### src/rtl/tsum_pkg.sv
package tsum_pkg;

    typedef enum logic [1:0] {
        ST_IDLE = 2'd0,
        ST_PASS = 2'd1,
        ST_DONE = 2'd2
    } tsum_state_e;

    typedef enum logic {
        SWEEP_HALVING     = 1'b0,
        SWEEP_INTERLEAVED = 1'b1
    } tsum_sweep_e;

endpackage

### src/rtl/tsum_ctrl.sv
module tsum_ctrl
    import tsum_pkg::*;
#(
    parameter int N = 8
) (
    input  logic          clk,
    input  logic          rst_n,
    input  logic          start,
    input  logic          sweep_in,
    output tsum_sweep_e   sweep_q,
    output logic [$clog2(N)-1:0] stride_q,
    output logic          busy,
    output logic          done,
    output logic          run
);
    localparam int AW   = $clog2(N);
    localparam int HALF = N / 2;

    tsum_state_e state_q, state_d;
    logic        last_pass;

    assign last_pass = (sweep_q == SWEEP_INTERLEAVED) ? (stride_q == AW'(HALF))
                                                      : (stride_q == AW'(1));

    // Next state
    always_comb begin
        state_d = state_q;
        unique case (state_q)
            ST_IDLE: if (start)     state_d = ST_PASS;
            ST_PASS: if (last_pass) state_d = ST_DONE;
            ST_DONE:                state_d = ST_IDLE;
            default:                state_d = ST_IDLE;
        endcase
    end

    // State register
    always_ff @(posedge clk or negedge rst_n) begin
        if (!rst_n) state_q <= ST_IDLE;
        else        state_q <= state_d;
    end

    // Stride schedule and latched sweep choice
    always_ff @(posedge clk or negedge rst_n) begin
        if (!rst_n) begin
            sweep_q  <= SWEEP_HALVING;
            stride_q <= '0;
        end else if (state_q == ST_IDLE && start) begin
            sweep_q  <= tsum_sweep_e'(sweep_in);
            stride_q <= sweep_in ? AW'(1) : AW'(HALF);
        end else if (state_q == ST_PASS) begin
            stride_q <= (sweep_q == SWEEP_INTERLEAVED) ? (stride_q << 1) : (stride_q >> 1);
        end
    end

    // Outputs
    always_comb begin
        busy = 1'b0;
        done = 1'b0;
        run  = 1'b0;
        unique case (state_q)
            ST_IDLE: ;
            ST_PASS: begin busy = 1'b1; run = 1'b1; end
            ST_DONE: begin busy = 1'b1; done = 1'b1; end
            default: ;
        endcase
    end
endmodule

### src/rtl/tsum_lanes.sv
module tsum_lanes
    import tsum_pkg::*;
#(
    parameter int N     = 8,
    parameter int SUM_W = 11
) (
    input  tsum_sweep_e                       sweep,
    input  logic [$clog2(N)-1:0]              stride,
    input  logic [N-1:0][SUM_W-1:0]           slots,
    output logic [N/2-1:0]                    act,
    output logic [N/2-1:0][$clog2(N)-1:0]     dst,
    output logic [N/2-1:0][SUM_W-1:0]         sum
);
    localparam int AW = $clog2(N);
    localparam int NL = N / 2;

    for (genvar l = 0; l < NL; l++) begin : g_lane
        logic [AW:0] dst_x, src_x;
        always_comb begin
            if (sweep == SWEEP_INTERLEAVED) begin
                dst_x  = (AW+1)'(2 * l);
                act[l] = ((AW'(l) & (stride - AW'(1))) == '0);
            end else begin
                dst_x  = (AW+1)'(l);
                act[l] = (AW'(l) < stride);
            end
            src_x  = dst_x + {1'b0, stride};
            dst[l] = dst_x[AW-1:0];
            sum[l] = slots[dst_x[AW-1:0]] + slots[src_x[AW-1:0]];
        end
    end
endmodule

### src/rtl/tsum_buffer.sv
module tsum_buffer #(
    parameter int N      = 8,
    parameter int DATA_W = 8,
    parameter int SUM_W  = 11
) (
    input  logic                              clk,
    input  logic                              rst_n,
    input  logic                              wr_ok,
    input  logic [$clog2(N)-1:0]              wr_addr,
    input  logic [DATA_W-1:0]                 wr_data,
    input  logic                              upd_en,
    input  logic [N/2-1:0]                    act,
    input  logic [N/2-1:0][$clog2(N)-1:0]     dst,
    input  logic [N/2-1:0][SUM_W-1:0]         sum,
    output logic [N-1:0][SUM_W-1:0]           slots
);
    localparam int NL = N / 2;

    always_ff @(posedge clk or negedge rst_n) begin
        if (!rst_n) begin
            slots <= '0;
        end else if (wr_ok) begin
            slots[wr_addr] <= SUM_W'(wr_data);
        end else if (upd_en) begin
            for (int l = 0; l < NL; l++) begin
                if (act[l]) slots[dst[l]] <= sum[l];
            end
        end
    end
endmodule

### src/rtl/tsum_group_stats.sv
module tsum_group_stats #(
    parameter int NL    = 4,
    parameter int GROUP = 2
) (
    input  logic                          valid,
    input  logic [NL-1:0]                 act,
    output logic [$clog2(NL/GROUP+1)-1:0] idle_cnt,
    output logic [$clog2(NL/GROUP+1)-1:0] partial_cnt
);
    localparam int NG = NL / GROUP;
    localparam int CW = $clog2(NG + 1);

    logic [NG-1:0] g_any, g_all;

    for (genvar g = 0; g < NG; g++) begin : g_grp
        assign g_any[g] = |act[g*GROUP +: GROUP];
        assign g_all[g] = &act[g*GROUP +: GROUP];
    end

    always_comb begin
        idle_cnt    = '0;
        partial_cnt = '0;
        if (valid) begin
            for (int g = 0; g < NG; g++) begin
                idle_cnt    = idle_cnt    + CW'(!g_any[g]);
                partial_cnt = partial_cnt + CW'(g_any[g] && !g_all[g]);
            end
        end
    end
endmodule

### src/rtl/tree_sum_engine.sv
module tree_sum_engine
    import tsum_pkg::*;
#(
    parameter int N      = 8,
    parameter int DATA_W = 8,
    parameter int GROUP  = 2
) (
    input  logic                               clk,
    input  logic                               rst_n,
    input  logic                               wr_en,
    input  logic [$clog2(N)-1:0]               wr_addr,
    input  logic [DATA_W-1:0]                  wr_data,
    input  logic                               sweep_mode,
    input  logic                               start,
    output logic                               busy,
    output logic                               done,
    output logic [DATA_W+$clog2(N)-1:0]        total,
    output logic                               pass_valid,
    output logic [$clog2(N/2/GROUP+1)-1:0]     groups_idle,
    output logic [$clog2(N/2/GROUP+1)-1:0]     groups_partial
);
    localparam int AW    = $clog2(N);
    localparam int NL    = N / 2;
    localparam int SUM_W = DATA_W + AW;

    tsum_sweep_e               sweep_q;
    logic [AW-1:0]             stride_q;
    logic                      run;
    logic [N-1:0][SUM_W-1:0]   slots;
    logic [NL-1:0]             act;
    logic [NL-1:0][AW-1:0]     dst;
    logic [NL-1:0][SUM_W-1:0]  sum;

    tsum_ctrl #(.N(N)) u_ctrl (
        .clk      (clk),
        .rst_n    (rst_n),
        .start    (start),
        .sweep_in (sweep_mode),
        .sweep_q  (sweep_q),
        .stride_q (stride_q),
        .busy     (busy),
        .done     (done),
        .run      (run)
    );

    tsum_lanes #(.N(N), .SUM_W(SUM_W)) u_lanes (
        .sweep  (sweep_q),
        .stride (stride_q),
        .slots  (slots),
        .act    (act),
        .dst    (dst),
        .sum    (sum)
    );

    tsum_buffer #(.N(N), .DATA_W(DATA_W), .SUM_W(SUM_W)) u_buf (
        .clk     (clk),
        .rst_n   (rst_n),
        .wr_ok   (wr_en && !busy),
        .wr_addr (wr_addr),
        .wr_data (wr_data),
        .upd_en  (run),
        .act     (act),
        .dst     (dst),
        .sum     (sum),
        .slots   (slots)
    );

    tsum_group_stats #(.NL(NL), .GROUP(GROUP)) u_stats (
        .valid       (run),
        .act         (act),
        .idle_cnt    (groups_idle),
        .partial_cnt (groups_partial)
    );

    assign total      = slots[0];
    assign pass_valid = run;
endmodule

### config.mk
export PLATFORM = sky130hd
export DESIGN_NAME = tree_sum_engine
export DESIGN_NICKNAME = d
export VERILOG_FILES = /design/src/rtl/tsum_pkg.sv /design/src/rtl/tsum_ctrl.sv /design/src/rtl/tsum_lanes.sv /design/src/rtl/tsum_buffer.sv /design/src/rtl/tsum_group_stats.sv /design/src/rtl/tree_sum_engine.sv
export SDC_FILE = /design/constraint.sdc
export NUM_CORES = 1
export LEC_CHECK = 0
export BUFFER_PORTS_ARGS = -buffer_cell sky130_fd_sc_hd__clkbuf_2
export CAP_MARGIN = 20
export CELL_PAD_IN_SITES_DETAIL_PLACEMENT = 1
export CELL_PAD_IN_SITES_GLOBAL_PLACEMENT = 2
export CORE_MARGIN = 8
export CORE_UTILIZATION = 42
export CTS_BUF_LIST = sky130_fd_sc_hd__clkbuf_4
export CTS_CLUSTER_DIAMETER = 30
export DETAILED_ROUTE_END_ITERATION = 6
export PLACE_DENSITY_LB_ADDON = 0.1
export SLEW_MARGIN = 20
export SYNTH_ARGS = -nofsm -noshare
export SYNTH_HDL_FRONTEND = slang
export SYNTH_SLANG_ARGS = --single-unit
### constraint.sdc
create_clock -name clk -period 6.25 [get_ports clk]
set_input_delay 0.3125 -clock clk [delete_from_list [all_inputs] [get_ports clk]]
set_output_delay 0.3125 -clock clk [all_outputs]
set_load 0.02 [all_outputs]
==> results_dict.tcl <==
set metrics [dict create \
    hold_path_startpoint "start" \
    synth_edf_count 0 \
    track_usage_pct 24.9 \
    crit_type "reg -> reg" \
    cap_violations 0 \
    first_global_vias 7735 \
    yosys-top-cells-area "dfrtp_1 (26%), mux2_2 (14%), mux4_2 (11%)" \
    ff2ff_setup_slack_ns 0.89 \
    grt_pass1_wl_um 48300 \
    clock.fmax_mhz 187 \
    tritoncts "done" \
    vias_per_cell 6.37 \
    cts_root_buf "clkbuf_4" \
    hold_violations 0 \
    fin_skew_ns 0.0440 \
    grt_overflow 0 \
    antenna_found_initial 1 \
    drt_iter0_markers 493 \
    syn2layout_area_growth_pct 5.29 \
    cp-start-kind "flop" \
    nNetsFinal 957 \
    synth_cells 891 \
    row_count 52 \
    ant_nets 0 \
    drive_gt1_share_pct 25.2 \
    synth_most_common_cell "mux2_2" \
    grt_start_max_net_pins 52 \
    critPathArrivalTime_ns 5.76 \
    critPathCaptureType "flop" \
    finalCritPeriodShare_pct 85.7 \
    syn_nets 966 \
    outcome "finished clean" \
    clk_pin_slew_ns 0.19 \
    dr.pass1.iters 5 \
    hold_slack_ns 0.140 \
    wl_per_cell_um 27.5 \
    netlist_top_cells_count "mux2_2 (108), nand2_1 (97), dfrtp_1 (88)" \
    cts-htree-levels 3 \
    clkLatencyLatePin_ns 0.52 \
    ios 34 \
    rr_worst_depth 13 \
    routabilityCongestion 0.911 \
    synth_top_area_share_pct 25.7 \
    setup_violations 0 \
    ys_seq_area_share_pct 25.7 \
    crit_fanout 46 \
    max_stage_delay_ns 1.08 \
    clk_path_buf_depth 2 \
    dp_hpwl_um 24700 \
    rr_endpoint "u_buf.slots[32]$_DFFE_PN0P_" \
    avgSynthCellArea_um2 9.63 \
    clkSinkCount 88 \
    die_h_um 159 \
    ys.flop_type "dfrtp_1" \
    drc 0 \
    port_buffers 33 \
    worstHoldEndpoint "u_ctrl.state_q[1]$_DFFE_PN0P_" \
    chipWidth_um 159 \
    cp_slowest_cell "ha_2" \
    worstHoldPathType "in -> reg" \
    ys_warn_count 0 \
    period_needed_ns 5.36 \
    drt_wl_total_um 31900 \
    dieArea_um2 25300 \
    start_util_pct 42.5 \
    whs_path_depth 3 \
    ys_ff_latch 88 \
    worstPathRequired_ns 6.65 \
    rsz0062_at_grt "false" \
    yosys.area.top_type "dfrtp_1" \
    tns_ns 0 \
    relSlewSlack_pct 29.6 \
    ys_types 59 \
    cts_buffers 9 \
    synthArstFlopShare_pct 100 \
    netlist_area_um2 8580 \
    vias 7366 \
    tightest_slew_ns 1.06 \
    cp_cell_sequence "inv_1 > ha_2 > mux2_2 > mux4_2 > ha_1 > fa_1 > a211oi_1 > o21ai_0 > o211ai_1 > a21oi_1 > xnor2_1 > a2bb2oi_1 > o22ai_1" \
    final_max_slew_viol_count 0 \
    r2r-start "u_ctrl.sweep_q$_DFFE_PN0P_" \
    core_um2 20200 \
]
==> kinds of logic (layout without fill, tap and decap cells) <==
kind of cell | after synthesis | count (layout) | synth area share, %
other cells | 0 | 1 | 0
xor+xnor | 37 | 37 | 4.26
flops | 88 | 88 | 25.7
fa+ha+maj | 59 | 59 | 9.04
compound gates | 224 | 224 | 16.5
buf+inv | 86 | 81 | 4.51
mux | 176 | 176 | 28.6
simple gates | 221 | 221 | 11.5
==> per-stage QoR <==
step                      cells  cell area [µm²]  setup WS (ns)  util [%]
final                      1157             9030          0.893      44.8
after global routing       1157             9030          0.591      44.8
after CTS                  1156             9030          0.943      44.8
after detailed placement   1139             8860           1.07      43.9
after global placement     1139             8860           1.30      43.9
after floorplan             891             8580           1.81         -
==> worst max path at each step <==
stage | slack, ns | cells past startpoint | start | end
2_1_floorplan | 1.81 | 16 | u_ctrl.sweep_q$_DFFE_PN0P_ | u_buf.slots[30]$_DFFE_PN0P_
3_5_place_dp | 1.07 | 13 | u_ctrl.sweep_q$_DFFE_PN0P_ | u_buf.slots[30]$_DFFE_PN0P_
4_1_cts | 0.94 | 13 | u_ctrl.sweep_q$_DFFE_PN0P_ | u_buf.slots[30]$_DFFE_PN0P_
5_1_grt | 0.59 | 13 | u_ctrl.sweep_q$_DFFE_PN0P_ | u_buf.slots[30]$_DFFE_PN0P_
3_3_place_gp | 1.30 | 13 | u_ctrl.sweep_q$_DFFE_PN0P_ | u_buf.slots[30]$_DFFE_PN0P_
6_report | 0.89 | 13 | u_ctrl.sweep_q$_DFFE_PN0P_ | u_buf.slots[32]$_DFFE_PN0P_
==> state kept, by name, summed over array words and instances, names as in the netlist <==
signal           count
u_buf.slots         82
u_ctrl.state_q       2
u_ctrl.sweep_q       1
u_ctrl.stride_q      3
==> layout by cell type, fill, tap and decap left out, types with 10 or more instances in the layout <==
cell,instances
mux2_2,108
nand2_1,97
dfrtp_1,86
o21ai_0,57
a21oi_1,56
nor2_1,53
ha_1,53
mux4_2,43
clkbuf_2,32
xnor2_1,25
mux2i_1,24
inv_1,23
nand3_1,16
a21o_1,15
a31oi_1,15
nor3_1,12
o31ai_1,10
clkbuf_4,10
==> repair_timing <==
item | CTS | global route
buffers inserted | 0 | 0
resized for setup | 0 | 0
hold buffers | 2 | 0
endpoints found under the hold margin | 43 | 0
==> area by class of cell <==
cell class / count / area, µm²
fill: 2316 / 11100
multi-input combinational: 717 / 6010
sequential: 88 / 2200
tap: 270 / 338
timing repair buffer: 43 / 248
inverter: 23 / 86.3
clock buffer: 10 / 75.1
clock inverter: 5 / 73.8
antenna: 1 / 2.50
==> critical path: cells and delay by family, from the launching register on <==
kind	cells	cell delay, ns
AOI/OAI and AO/OA	6	1.23
xor gates and xnor gates	1	0.30
adders and majority gates	3	1.76
buffers and inverters	1	0.26
DFF	1	0.73
muxes	2	0.91
==> per-layer routing <==
metal  global-route usage (%)  vias up  wire [µm]
li1                         -     3296          -
met1                     31.9     3813      14200
met2                     41.2      195      15300
met3                     3.02       62       1080
met4                     11.6        0       1380
met5                        0        -          0
Power is not shown: default switching activity piles up to over one toggle a cycle in this logic, so the estimate is an artifact.
